==> config.mk <==
export PLATFORM = sky130hd
export DESIGN_NAME = mux8_bus_master
export DESIGN_NICKNAME = d
export VERILOG_FILES = /design/src/rtl/mbm_pkg.sv /design/src/rtl/mbm_seq.sv /design/src/rtl/mbm_strobe.sv /design/src/rtl/mux8_bus_master.sv
export SDC_FILE = /design/constraint.sdc
export NUM_CORES = 1
export LEC_CHECK = 0
export BUFFER_PORTS_ARGS = -buffer_cell sky130_fd_sc_hd__buf_4
export CELL_PAD_IN_SITES_DETAIL_PLACEMENT = 1
export CELL_PAD_IN_SITES_GLOBAL_PLACEMENT = 2
export CORE_UTILIZATION = 30
export CTS_CLUSTER_SIZE = 12
export DETAILED_ROUTE_END_ITERATION = 7
export GPL_TIMING_DRIVEN = 0
export PLACE_DENSITY = 0.73
export SLEW_MARGIN = 30
export SYNTH_ARGS = -nofsm -noshare
export SYNTH_HDL_FRONTEND = slang
export SYNTH_SLANG_ARGS = --single-unit
==> constraint.sdc <==
create_clock -name clk -period 2.4 [get_ports clk]
set_input_delay 0.36 -clock clk [delete_from_list [all_inputs] [get_ports clk]]
set_output_delay 0.36 -clock clk [all_outputs]
set_load 0.05 [all_outputs]
==> src/rtl/mbm_pkg.sv <==
package mbm_pkg;
   typedef enum logic [2:0] {
      PH_IDLE = 3'd0,
      PH_ADDR = 3'd1,
      PH_TURN = 3'd2,
      PH_STRB = 3'd3,
      PH_HOLD = 3'd4
   } phase_e;

   localparam int STB_ALE = 0;
   localparam int STB_RD  = 1;
   localparam int STB_WR  = 2;
   localparam int NUM_STB = 3;

   localparam logic [1:0] SEL_ADDR = 2'd0;
   localparam logic [1:0] SEL_DATA = 2'd1;
   localparam logic [1:0] SEL_INC  = 2'd2;

   function automatic int ns_to_cyc(input int ns, input int clk_ps);
      return (ns * 1000 + clk_ps - 1) / clk_ps;
   endfunction
endpackage

==> src/rtl/mbm_seq.sv <==
module mbm_seq
   import mbm_pkg::*;
#(
   parameter int A_CYC = 4,
   parameter int T_CYC = 2,
   parameter int S_CYC = 14,
   parameter int H_CYC = 3
) (
   input  logic   clk,
   input  logic   rst_n,
   input  logic   start,
   output phase_e phase,
   output logic   strobe_end,
   output logic   cyc_done
);
   localparam int MAXC = (A_CYC > S_CYC) ? ((A_CYC > H_CYC) ? A_CYC : H_CYC)
                                        : ((S_CYC > H_CYC) ? S_CYC : H_CYC);
   localparam int CW   = $clog2(MAXC + 1);

   logic [CW-1:0] cnt;
   logic          cnt_zero;

   assign cnt_zero   = (cnt == '0);
   assign strobe_end = (phase == PH_STRB) && cnt_zero;
   assign cyc_done   = (phase == PH_HOLD) && cnt_zero;

   always_ff @(posedge clk or negedge rst_n) begin
      if (!rst_n) begin
         phase <= PH_IDLE;
         cnt   <= '0;
      end else begin
         case (phase)
            PH_IDLE: if (start) begin
               phase <= PH_ADDR;
               cnt   <= CW'(A_CYC - 1);
            end
            PH_ADDR: if (cnt_zero) begin
               phase <= PH_TURN;
               cnt   <= CW'(T_CYC - 1);
            end else cnt <= cnt - 1'b1;
            PH_TURN: if (cnt_zero) begin
               phase <= PH_STRB;
               cnt   <= CW'(S_CYC - 1);
            end else cnt <= cnt - 1'b1;
            PH_STRB: if (cnt_zero) begin
               phase <= PH_HOLD;
               cnt   <= CW'(H_CYC - 1);
            end else cnt <= cnt - 1'b1;
            PH_HOLD: if (cnt_zero) phase <= PH_IDLE;
                     else cnt <= cnt - 1'b1;
            default: phase <= PH_IDLE;
         endcase
      end
   end
endmodule

==> src/rtl/mbm_strobe.sv <==
module mbm_strobe (
   input  logic active,
   input  logic idle_bit,
   input  logic dir_out,
   output logic pin_o,
   output logic pin_oe
);
   assign pin_o  = (dir_out && active) ? ~idle_bit : idle_bit;
   assign pin_oe = dir_out;
endmodule

==> src/rtl/mux8_bus_master.sv <==
module mux8_bus_master
   import mbm_pkg::*;
#(
   parameter int AW        = 8,
   parameter int CLK_PS    = 4000,
   parameter int T_ADDR_NS = 13,
   parameter int T_TURN_NS = 6,
   parameter int T_STRB_NS = 55,
   parameter int T_HOLD_NS = 6,
   parameter bit LATE_ALE  = 1'b1,
   parameter int T_LATE_NS = 4
) (
   input  logic          clk,
   input  logic          rst_n,
   input  logic          host_req,
   input  logic [1:0]    host_sel,
   input  logic          host_we,
   input  logic [AW-1:0] host_wdata,
   output logic [AW-1:0] host_rdata,
   output logic          host_busy,
   input  logic [2:0]    idle_lvl,
   input  logic [2:0]    pin_dir,
   output logic [AW-1:0] ad_o,
   output logic          ad_oe,
   input  logic [AW-1:0] ad_i,
   output logic          ale_o,
   output logic          rd_o,
   output logic          wr_o,
   output logic [2:0]    strobe_oe
);
   localparam int HOLD_NS = T_HOLD_NS + (LATE_ALE ? T_LATE_NS : 0);
   localparam int A_CYC   = ns_to_cyc(T_ADDR_NS, CLK_PS);
   localparam int T_CYC   = ns_to_cyc(T_TURN_NS, CLK_PS);
   localparam int S_CYC   = ns_to_cyc(T_STRB_NS, CLK_PS);
   localparam int H_CYC   = ns_to_cyc(HOLD_NS, CLK_PS);

   if (AW < 1 || AW > 32) begin : g_bad_aw
      $error("mux8_bus_master: AW out of range");
   end
   if (CLK_PS < 1) begin : g_bad_clk
      $error("mux8_bus_master: CLK_PS must be positive");
   end
   if (A_CYC < 1 || T_CYC < 1 || S_CYC < 1 || H_CYC < 1) begin : g_bad_phase
      $error("mux8_bus_master: every phase needs at least one cycle");
   end

   phase_e        phase;
   logic          strobe_end, cyc_done;
   logic          accept, start, addr_wr;
   logic [AW-1:0] addr_q, wdata_q, rdata_q;
   logic          is_wr_q, inc_q;
   logic          in_addr_phase;
   logic [2:0]    stb_act, stb_pin;

   assign host_busy = (phase != PH_IDLE);
   assign accept    = host_req && !host_busy;
   assign addr_wr   = accept && host_we && (host_sel == SEL_ADDR);
   assign start     = accept && ((host_sel == SEL_DATA) || (host_sel == SEL_INC));

   mbm_seq #(
      .A_CYC(A_CYC), .T_CYC(T_CYC), .S_CYC(S_CYC), .H_CYC(H_CYC)
   ) u_seq (
      .clk        (clk),
      .rst_n      (rst_n),
      .start      (start),
      .phase      (phase),
      .strobe_end (strobe_end),
      .cyc_done   (cyc_done)
   );

   always_ff @(posedge clk or negedge rst_n) begin
      if (!rst_n) begin
         addr_q  <= '0;
         wdata_q <= '0;
         rdata_q <= '0;
         is_wr_q <= 1'b0;
         inc_q   <= 1'b0;
      end else begin
         if (addr_wr) addr_q <= host_wdata;
         if (start) begin
            wdata_q <= host_wdata;
            is_wr_q <= host_we;
            inc_q   <= (host_sel == SEL_INC);
         end
         if (strobe_end && !is_wr_q) rdata_q <= ad_i;
         if (cyc_done && inc_q) addr_q <= addr_q + 1'b1;
      end
   end

   assign host_rdata    = rdata_q;
   assign in_addr_phase = (phase == PH_IDLE) || (phase == PH_ADDR);
   assign ad_oe         = in_addr_phase || is_wr_q;
   assign ad_o          = in_addr_phase ? addr_q : wdata_q;

   assign stb_act[STB_ALE] = (phase == PH_IDLE);
   assign stb_act[STB_RD]  = (phase == PH_STRB) && !is_wr_q;
   assign stb_act[STB_WR]  = (phase == PH_STRB) && is_wr_q;

   for (genvar g = 0; g < NUM_STB; g++) begin : g_stb
      mbm_strobe u_stb (
         .active   (stb_act[g]),
         .idle_bit (idle_lvl[g]),
         .dir_out  (pin_dir[g]),
         .pin_o    (stb_pin[g]),
         .pin_oe   (strobe_oe[g])
      );
   end

   assign ale_o = stb_pin[STB_ALE];
   assign rd_o  = stb_pin[STB_RD];
   assign wr_o  = stb_pin[STB_WR];
endmodule

==> flow_summary.ini, run 1 <==
[run_status]
status = completed

[clock_tree]
clk_latency_ns = 0.29
hold_buffers = 0
cts_tree = yes
cts.clk_slew.worst_paths_ns = 0.07
htree_levels = 2
cts_root_buffer = clkbuf_8
cts_buffer_depth = 2
clock_sinks = 33
numCtsBuffers = 5

[timing]
fmax_mhz = 455
fin_crit_ns = 2.20
tns_ns = 0
setup_viol = 0
hold_viol = 0
drv_slew = 0
rsz0062_at_grt = no
hold_slack_ns = 0.0144
tightest_slew_ns = 0.775
min_period_over_period_pct = 91.5
clock_skew_ns = 0.00614
relSlewSlack_pct = 48.2

[routing]
drc = 0
first_pass_iters = 4
vias = 1639
dr_wl_met3_um = 270
routed_via_density = 5.20
dr.max_layer_used = met4
ant_nets = 0
post_drt_wl_per_cell_um = 15.6
wl_met1_um = 2330
drt-initial-drc-count = 78
wl_met2_um = 2230
drt-total-wl_um = 4900

[power_and_ir_drop]
swShare_pct = 49.2
pwr-share-clk_pct = 11.8
total_power_w = 0.00347
leakagePower_nw = 1.10
intPower_w = 0.00176
combPwrFrac_pct = 58.5
p_switching_w = 0.00171
powerDensity_nw_per_um2 = 1420
ir_worst_vdd_mv = 0.606
seq_power_share_pct = 29.7

[floorplanning]
dieArea_um2 = 6530
die_height_um = 80.8
core_area_um2 = 5960
pin_count = 52
floorplan.initialDensity_pct = 31.3
die_x_um = 80.8
rows = 28

[layout]
final_cell_mix = 55 x buf_4, 33 x dfrtp_1, 26 x mux2_2
antenna_cells = 0
syn_to_final_growth_pct = 31.5
layout-drive-gt1-share_pct = 40.8
layout.cells.non_filler = 315
utilization_pct = 41.1
multi_input_comb_area_um2 = 975
fillers = 684
nets = 272
layout_commonest_cell = buf_4
regArea_um2 = 826

[global_routing]
grt_pass1_vias = 1667
overflow = 0
grt_first_pass_wirelength_um = 8060
groute.usage.overall_pct = 16.5
antenna_found_initial = 0
grt_max_degree = 34

[synthesis]
synth_edf_count = 0
syn_nets = 213
yosysUniqueCellTypes = 40
async_flop_share_pct = 100
ys_ff_latch = 33
ys.flop_type = dfrtp_1
yosysSeqAreaShare_pct = 44.3
syn_inst = 180
ys.warnings.count = 0
synth_area_um2 = 1860
syn_area_per_cell_um2 = 10.4

[setup_path]
required_ns = 2.62
worstSetupEndpointType = register
crit_arrival_ns = 2.42
crit_type = register to register
startpoint_type = register
crit_fanout = 10

[placed_design]
post-dp-hpwl_um = 3600
place.gp.congestion = 0.763
place_inst = 306
io_buffers = 51

[flow_run]
maxCapViolCount = 0

[min_path]
hp-class = primary input to async pin
## critical path: stages, from the launching register on
cell,delay (ns)
dfrtp_1,0.41
clkbuf_2,0.22
nor3b_1,0.69
nand3_1,0.29
nor4_1,0.36
a221o_1,0.16
## synthesized netlist by cell type (2+ instances only)
cell      instances  share of area, %
a22oi_1           2              0.81
xnor2_1           3               1.4
ha_1              5               3.4
a211oi_1          8               3.2
buf_4             3               1.2
or3_1             2              0.67
o21ai_0           7               1.9
nor3_1            7               1.9
mux2i_1           2               1.1
a31oi_1           3               1.0
nand3_1           4               1.1
mux2_2           26                16
nand2_1          12               2.4
a21oi_1           5               1.3
and4_1            2              0.94
nand4_1           2              0.67
dfrtp_1          33                44
nor3b_1           2              0.81
a221oi_1          2              0.94
clkbuf_1          5               1.0
nor2_1           18               3.6
inv_1             9               1.8
## per-layer routing
layer	GRT usage (%)	up-vias
li1	-	770
met1	22.1	813
met2	25.5	50
met3	4.49	6
met4	5.36	0
met5	0	-
## layout make-up
class / count / area share [%]
clock inverters: 2 / 0.409
clock buffers: 6 / 2.96
multi-input cells: 129 / 39.8
plain buffers: 9 / 1.99
flip-flops and latches: 33 / 33.7
well taps: 75 / 3.83
repair buffers: 52 / 15.9
inverters: 9 / 1.38
## cells by family (layout without fill, tap and decap cells)
| kind of cell | after synthesis | after routing | share of synthesized area, % |
|---|---|---|---|
| AND/OR/NAND/NOR | 59 | 59 | 17.4 |
| AO/OA/AOI/OAI | 33 | 33 | 12.0 |
| adder cells (fa/ha/maj) | 5 | 5 | 3.36 |
| buffers and inverters | 18 | 78 | 4.30 |
| multiplexers | 28 | 28 | 16.8 |
| XOR/XNOR | 4 | 4 | 1.88 |
| flip-flops | 33 | 33 | 44.3 |
## metrics by stage
stage	setup WS, ns	area (um^2)
final	0.204	2450
after global routing	0.0178	2450
after CTS	0.0729	2430
after detailed placement	-0.0145	2340
after global placement	-0.0486	2340
after floorplan	0.230	1860
## power groups by stage
stage / combinational (W) / clock [W] / sequential, W
floorplan: 0.00126 / 0 / 0.00122
global placement: 0.00200 / 0 / 0.00102
detailed placement: 0.00203 / 0 / 0.00104
CTS: 0.00204 / 0.000430 / 0.00103
global route: 0.00218 / 0.000452 / 0.00107
finish: 0.00203 / 0.000410 / 0.00103
## worst paths after layout
| check | start | to | slack [ns] | depth (start not counted) |
|---|---|---|---|---|
| max | u_seq.phase[1] | addr_q[5] | 0.20 | 5 |
| min | rst_n | addr_q[7] | 0.01 | 1 |
| max reg2reg | u_seq.phase[1] | addr_q[5] | 0.20 | 5 |
| min reg2reg | wdata_q[1] | wdata_q[1] | 0.50 | 1 |
| max in group asynchronous | rst_n | u_seq.phase[0] | 2.06 | 1 |
| min in group clk | ad_i[0] | host_rdata[0] | 0.30 | 2 |
## registers in the layout, summed over array words and instances, names as in the netlist
signal       cells
addr_q           8
host_rdata       8
wdata_q          8
u_seq.cnt        4
u_seq.phase      3
inc_q            1
is_wr_q          1
## repair_timing
item | in CTS | in global routing
gates cloned | 0 | 0
endpoints found under the setup margin | 17 | 3
resized for setup | 3 | 5
buffers inserted | 0 | 1
pin swaps | 0 | 1
Power figures use the tool's default switching activity.
==> inputs of run 2 (changes only) <==
- ABC_AREA: not set -> 1
- CORE_UTILIZATION: 30 -> 29
- PLACE_DENSITY: 0.73 -> 0.77
==> flow_summary.ini, run 2 <==
[timing]
min_period_over_period_pct = 90.7
fin_crit_ns = 2.18
drv_slew = 0
clock_skew_ns = 0.00604
relSlewSlack_pct = 68.2
tightest_slew_ns = 0.476
setup_viol = 0
hold_viol = 0
fmax_mhz = 460
rsz0062_at_grt = no
tns_ns = 0

[placed_design]
post-dp-hpwl_um = 4120
place_area_um2 = 2480
place.gp.congestion = 0.716
io_buffers = 51

[synthesis]
yosysSeqAreaShare_pct = 41.3
ys.flop_type = dfrtp_1
ys_ff_latch = 33
yosysUniqueCellTypes = 26
async_flop_share_pct = 100
ys.warnings.count = 0
synthDominantCellAreaShare_pct = 41.3
syn_nets = 305
synth_edf_count = 0
syn_area_per_cell_um2 = 7.35
synth_area_um2 = 2000
yosys-top-cells-count = 99 x nand2_1, 38 x inv_1, 33 x dfrtp_1, 30 x o21ai_0, 15 x nand3_1
netlist_top_cells_area = dfrtp_1 41%, nand2_1 19%, o21ai_0 7.5%, inv_1 7.1%, nand3_1 3.8%
synthMostInstantiatedCell = nand2_1
synth_top_area_cell = dfrtp_1
syn_inst = 272

[clock_tree]
clock_sinks = 33
cts_root_buffer = clkbuf_8
clk_latency_ns = 0.29
cts_buffer_depth = 2
hold_buffers = 0
numCtsBuffers = 5
htree_levels = 2
cts.clk_slew.worst_paths_ns = 0.07
cts_resized = 0
cts_tree = yes
postCtsSetupBuffers = 0

[floorplanning]
dieArea_um2 = 7230
die_x_um = 85.0
die_height_um = 85.0
floorplan.initialDensity_pct = 30.8
rows = 29
core_area_um2 = 6490
pin_count = 52

[global_routing]
antenna_found_initial = 0
overflow = 0
groute.usage.overall_pct = 16.0
grt_first_pass_wirelength_um = 9050
grt_pass1_vias = 1846
grt_max_degree = 34

[run_status]
status = completed

[setup_path]
crit_start = u_seq.phase[2]
regToRegStartpoint = u_seq.cnt[0]
crit_fanout = 10
crit_type = register to primary output
crit_arrival_ns = 1.82
r2r_cells = 9
endpoint = ad_o[5]
required_ns = 2.04
rr_endpoint = addr_q[1]
reg2reg_slack_ns = 0.80
worstSetupEndpointType = primary output
startpoint_type = register

[power_and_ir_drop]
ir_worst_vdd_mv = 0.584
powerDensity_nw_per_um2 = 1490
total_power_w = 0.00387
leakagePower_nw = 1.44

[layout]
nets = 363
layout-drive-gt1-share_pct = 25.1
finalInstanceArea_um2 = 2600
layout_commonest_cell = nand2_1
syn_to_final_growth_pct = 30.0
fillers = 811
final_cell_mix = 99 x nand2_1, 54 x buf_4, 38 x inv_1
antenna_cells = 0

[min_path]
hp-class = primary input to async pin

[routing]
first_pass_iters = 4
drt-initial-drc-count = 50
drt-total-wl_um = 5450
post_drt_wl_per_cell_um = 13.4
drc = 0
vias = 1881
ant_nets = 0
routed_via_density = 4.61

[flow_run]
maxCapViolCount = 0
[run 2: changes by cell type after synthesis, sizes merged, moves of 3 or more]
| cell | before | now |
|---|---|---|
| nand2 | 12 | 104 |
| inv | 9 | 44 |
| o21ai | 7 | 35 |
| mux2 | 26 | 0 |
| nand3 | 4 | 17 |
| a211oi | 8 | 0 |
| nor2 | 18 | 10 |
| nor3 | 8 | 3 |
| clkbuf | 5 | 1 |
| a31oi | 3 | 0 |
[run 2: through the flow]
stage | setup slack [ns] | instances | hold slack, ns | util, %
after detailed placement | 0.520 | 400 | 0.352 | 38.2
after global routing | 0.0192 | 408 | 0.0543 | 40.0
after CTS | 0.190 | 408 | 0.0364 | 40.0
after global placement | 0.556 | 400 | 0.350 | 38.2
final | 0.224 | 408 | 0.0250 | 40.0
after floorplan | 0.206 | 272 | 0.0644 | -
[run 2: worst min path at each step]
stage	startpoint	to	depth (start not counted)
2_1_floorplan	rst_n	addr_q[0]	0
3_3_place_gp	rst_n	wdata_q[3]	1
3_5_place_dp	rst_n	wdata_q[7]	1
4_1_cts	rst_n	u_seq.phase[0]	1
5_1_grt	rst_n	wdata_q[3]	1
6_report	rst_n	wdata_q[3]	1
[run 2: logic make-up after synthesis]
kind of cell | Yosys count | synth area share, %
xor gates and xnor gates | 8 | 3.50
AOI/OAI and AO/OA | 39 | 9.76
adders and majority gates | 5 | 3.13
buffers and inverters | 51 | 11.0
DFF | 33 | 41.3
and+or+nand+nor | 136 | 31.4
[run 2: area by class of cell]
cell class,count,area (um^2),share of cell area (%)
repair buffers,51,383,14.7
clock inverters,2,37.5,1.44
clock buffers,6,82.6,3.18
plain buffers,6,48.8,1.88
inverters,45,170,6.55
multi-input cells,188,955,36.7
well taps,77,96.3,3.71
flip-flops and latches,33,826,31.8
[run 2: critical path: stages (launching register included)]
cell	delay [ns]
dfrtp_1	0.45
nor2_1	0.27
clkbuf_1	0.39
nand2_1	0.09
o21ai_0	0.10
buf_4	0.23
[run 2: report_power, final]
part | internal (W) | switching [W] | total [W]
combinational | 0.000692 | 0.00157 | 0.00226
sequential | 0.000820 | 0.000220 | 0.00104
clock | 0.000338 | 0.000232 | 0.000570
[run 2: per-layer routing]
layer  global-route usage, %  up-vias  wire length [um]
met5                       0        -                 0
met4                    4.62        0                48
met3                    3.02        4               221
met2                    25.2       40              2470
met1                    22.5      885              2710
li1                        -      952                 -
==> inputs of run 3 (changes only) <==
- CORE_ASPECT_RATIO: not set -> 0.7
==> flow_summary.ini, run 3 (same netlist as run 2, synthesis figures left out) <==
[power_and_ir_drop]
intPower_w = 0.00171
seq_power_share_pct = 27.8
leakagePower_nw = 1.43
powerDensity_nw_per_um2 = 1450
ir_worst_vdd_mv = 0.558
total_power_w = 0.00374
pwr-share-clk_pct = 11.5
combPwrFrac_pct = 60.7
swShare_pct = 54.1
p_switching_w = 0.00202

[setup_path]
crit_arrival_ns = 1.74
crit_type = register to primary output
crit_fanout = 10
required_ns = 2.04
worstSetupEndpointType = primary output
startpoint_type = register

[placed_design]
post-place-ws_ns = 0.452
post-dp-hpwl_um = 4130
place.gp.congestion = 0.739
io_buffers = 51

[timing]
fmax_mhz = 477
relSlewSlack_pct = 69.4
fin_crit_ns = 2.10
setup_viol = 0
clock_skew_ns = 0.00603
min_period_over_period_pct = 87.4
hold_slack_ns = 0.0101
drv_slew = 0
finalWorstSetupSlack_ns = 0.303
tightest_slew_ns = 0.459
rsz0062_at_grt = no
tns_ns = 0
hold_viol = 0

[min_path]
hp-class = primary input to async pin

[layout]
syn_to_final_growth_pct = 29.2
fillers = 848
antenna_cells = 0
final_cell_mix = 99 x nand2_1, 54 x buf_4, 38 x inv_1
layout-drive-gt1-share_pct = 25.4
regArea_um2 = 826
layout_commonest_cell = nand2_1
multi_input_comb_area_um2 = 955
nets = 363

[routing]
vias = 1855
post_drt_wl_per_cell_um = 12.7
drc = 0
drt-initial-drc-count = 43
routed_via_density = 4.40
ant_nets = 0
first_pass_iters = 4
drt-total-wl_um = 5340

[floorplanning]
rows = 24
pin_count = 52
dieArea_um2 = 7240
die_height_um = 71.5
floorplan.initialDensity_pct = 31.1
core_area_um2 = 6430
die_x_um = 101

[clock_tree]
cts_buffer_depth = 2
postCtsSetupBuffers = 0
clk_latency_ns = 0.29
cts_tree = yes
numCtsBuffers = 5
clock_sinks = 33
cts.clk_slew.worst_paths_ns = 0.08
htree_levels = 2
cts_root_buffer = clkbuf_8

[global_routing]
grt_pass1_vias = 1797
antenna_found_initial = 0
overflow = 0
groute.usage.overall_pct = 16.7
grt_first_pass_wirelength_um = 9010
grt_max_degree = 34

[run_status]
status = completed

[flow_run]
maxCapViolCount = 0
## run 3: cell types whose count changed in the layout (fill, tap and decap cells not counted)
cell / delta
clkbuf_8: -1
clkbuf_2: +1
clkbuf_1: -1
bufinv_16: -1
clkinv_2: +2
## run 3: area by class of cell
cell class / count / share of cell area (%)
Multi-Input combinational cell: 188 / 36.9
Clock inverter: 3 / 0.678
Sequential cell: 33 / 32.0
Clock buffer: 5 / 2.66
Inverter: 45 / 6.59
Buffer: 6 / 1.94
Tap cell: 91 / 4.41
Timing Repair Buffer: 51 / 14.8
## run 3: power groups by stage
| stage | combinational (W) | clock (W) | sequential (W) |
|---|---|---|---|
| floorplan | 0.00144 | 0 | 0.00122 |
| global placement | 0.00227 | 0 | 0.00104 |
| detailed placement | 0.00229 | 0 | 0.00104 |
| CTS | 0.00230 | 0.000444 | 0.00104 |
| global route | 0.00251 | 0.000477 | 0.00108 |
| finish | 0.00227 | 0.000430 | 0.00104 |
## run 3: per-stage QoR
stage / instance area, um^2 / util (%) / std cells
after global routing: 2580 / 40.2 / 422
after CTS: 2580 / 40.2 / 422
after global placement: 2500 / 38.8 / 414
after floorplan: 2000 / - / 272
after detailed placement: 2500 / 38.8 / 414
final: 2580 / 40.2 / 422
## run 3: what timing repair did
item / CTS / global route
hold buffers: 0 / 0
resized for setup: 0 / 2
setup endpoints to repair: 0 / 5
## run 3: path summary, 6_finish.rpt
kind	from	endpoint	slack [ns]	depth (start not counted)
setup reg to reg	u_seq.cnt[0]	addr_q[6]	0.82	9
min in group clk	host_wdata[5]	addr_q[5]	0.29	3
max in group asynchronous	rst_n	addr_q[2]	2.06	1
setup / recovery	u_seq.phase[2]	ad_o[1]	0.30	5
hold reg to reg	u_seq.cnt[0]	u_seq.cnt[0]	0.48	2
hold / removal	rst_n	wdata_q[5]	0.01	1
## run 3: worst max-delay path, cell delays in order (launching register included)
cell	delay (ns)
dfrtp_1	0.45
nor2_1	0.28
clkbuf_2	0.30
nand2_1	0.08
o21ai_0	0.10
buf_4	0.23
## run 3: metal layers
metal / part of all wire, % / wire length, um / GRT usage [%]
met5: 0 / 0 / 0
met4: 1.0 / 55 / 5.80
met3: 5.1 / 273 / 4.10
met2: 40 / 2140 / 22.8
met1: 54 / 2870 / 25.3
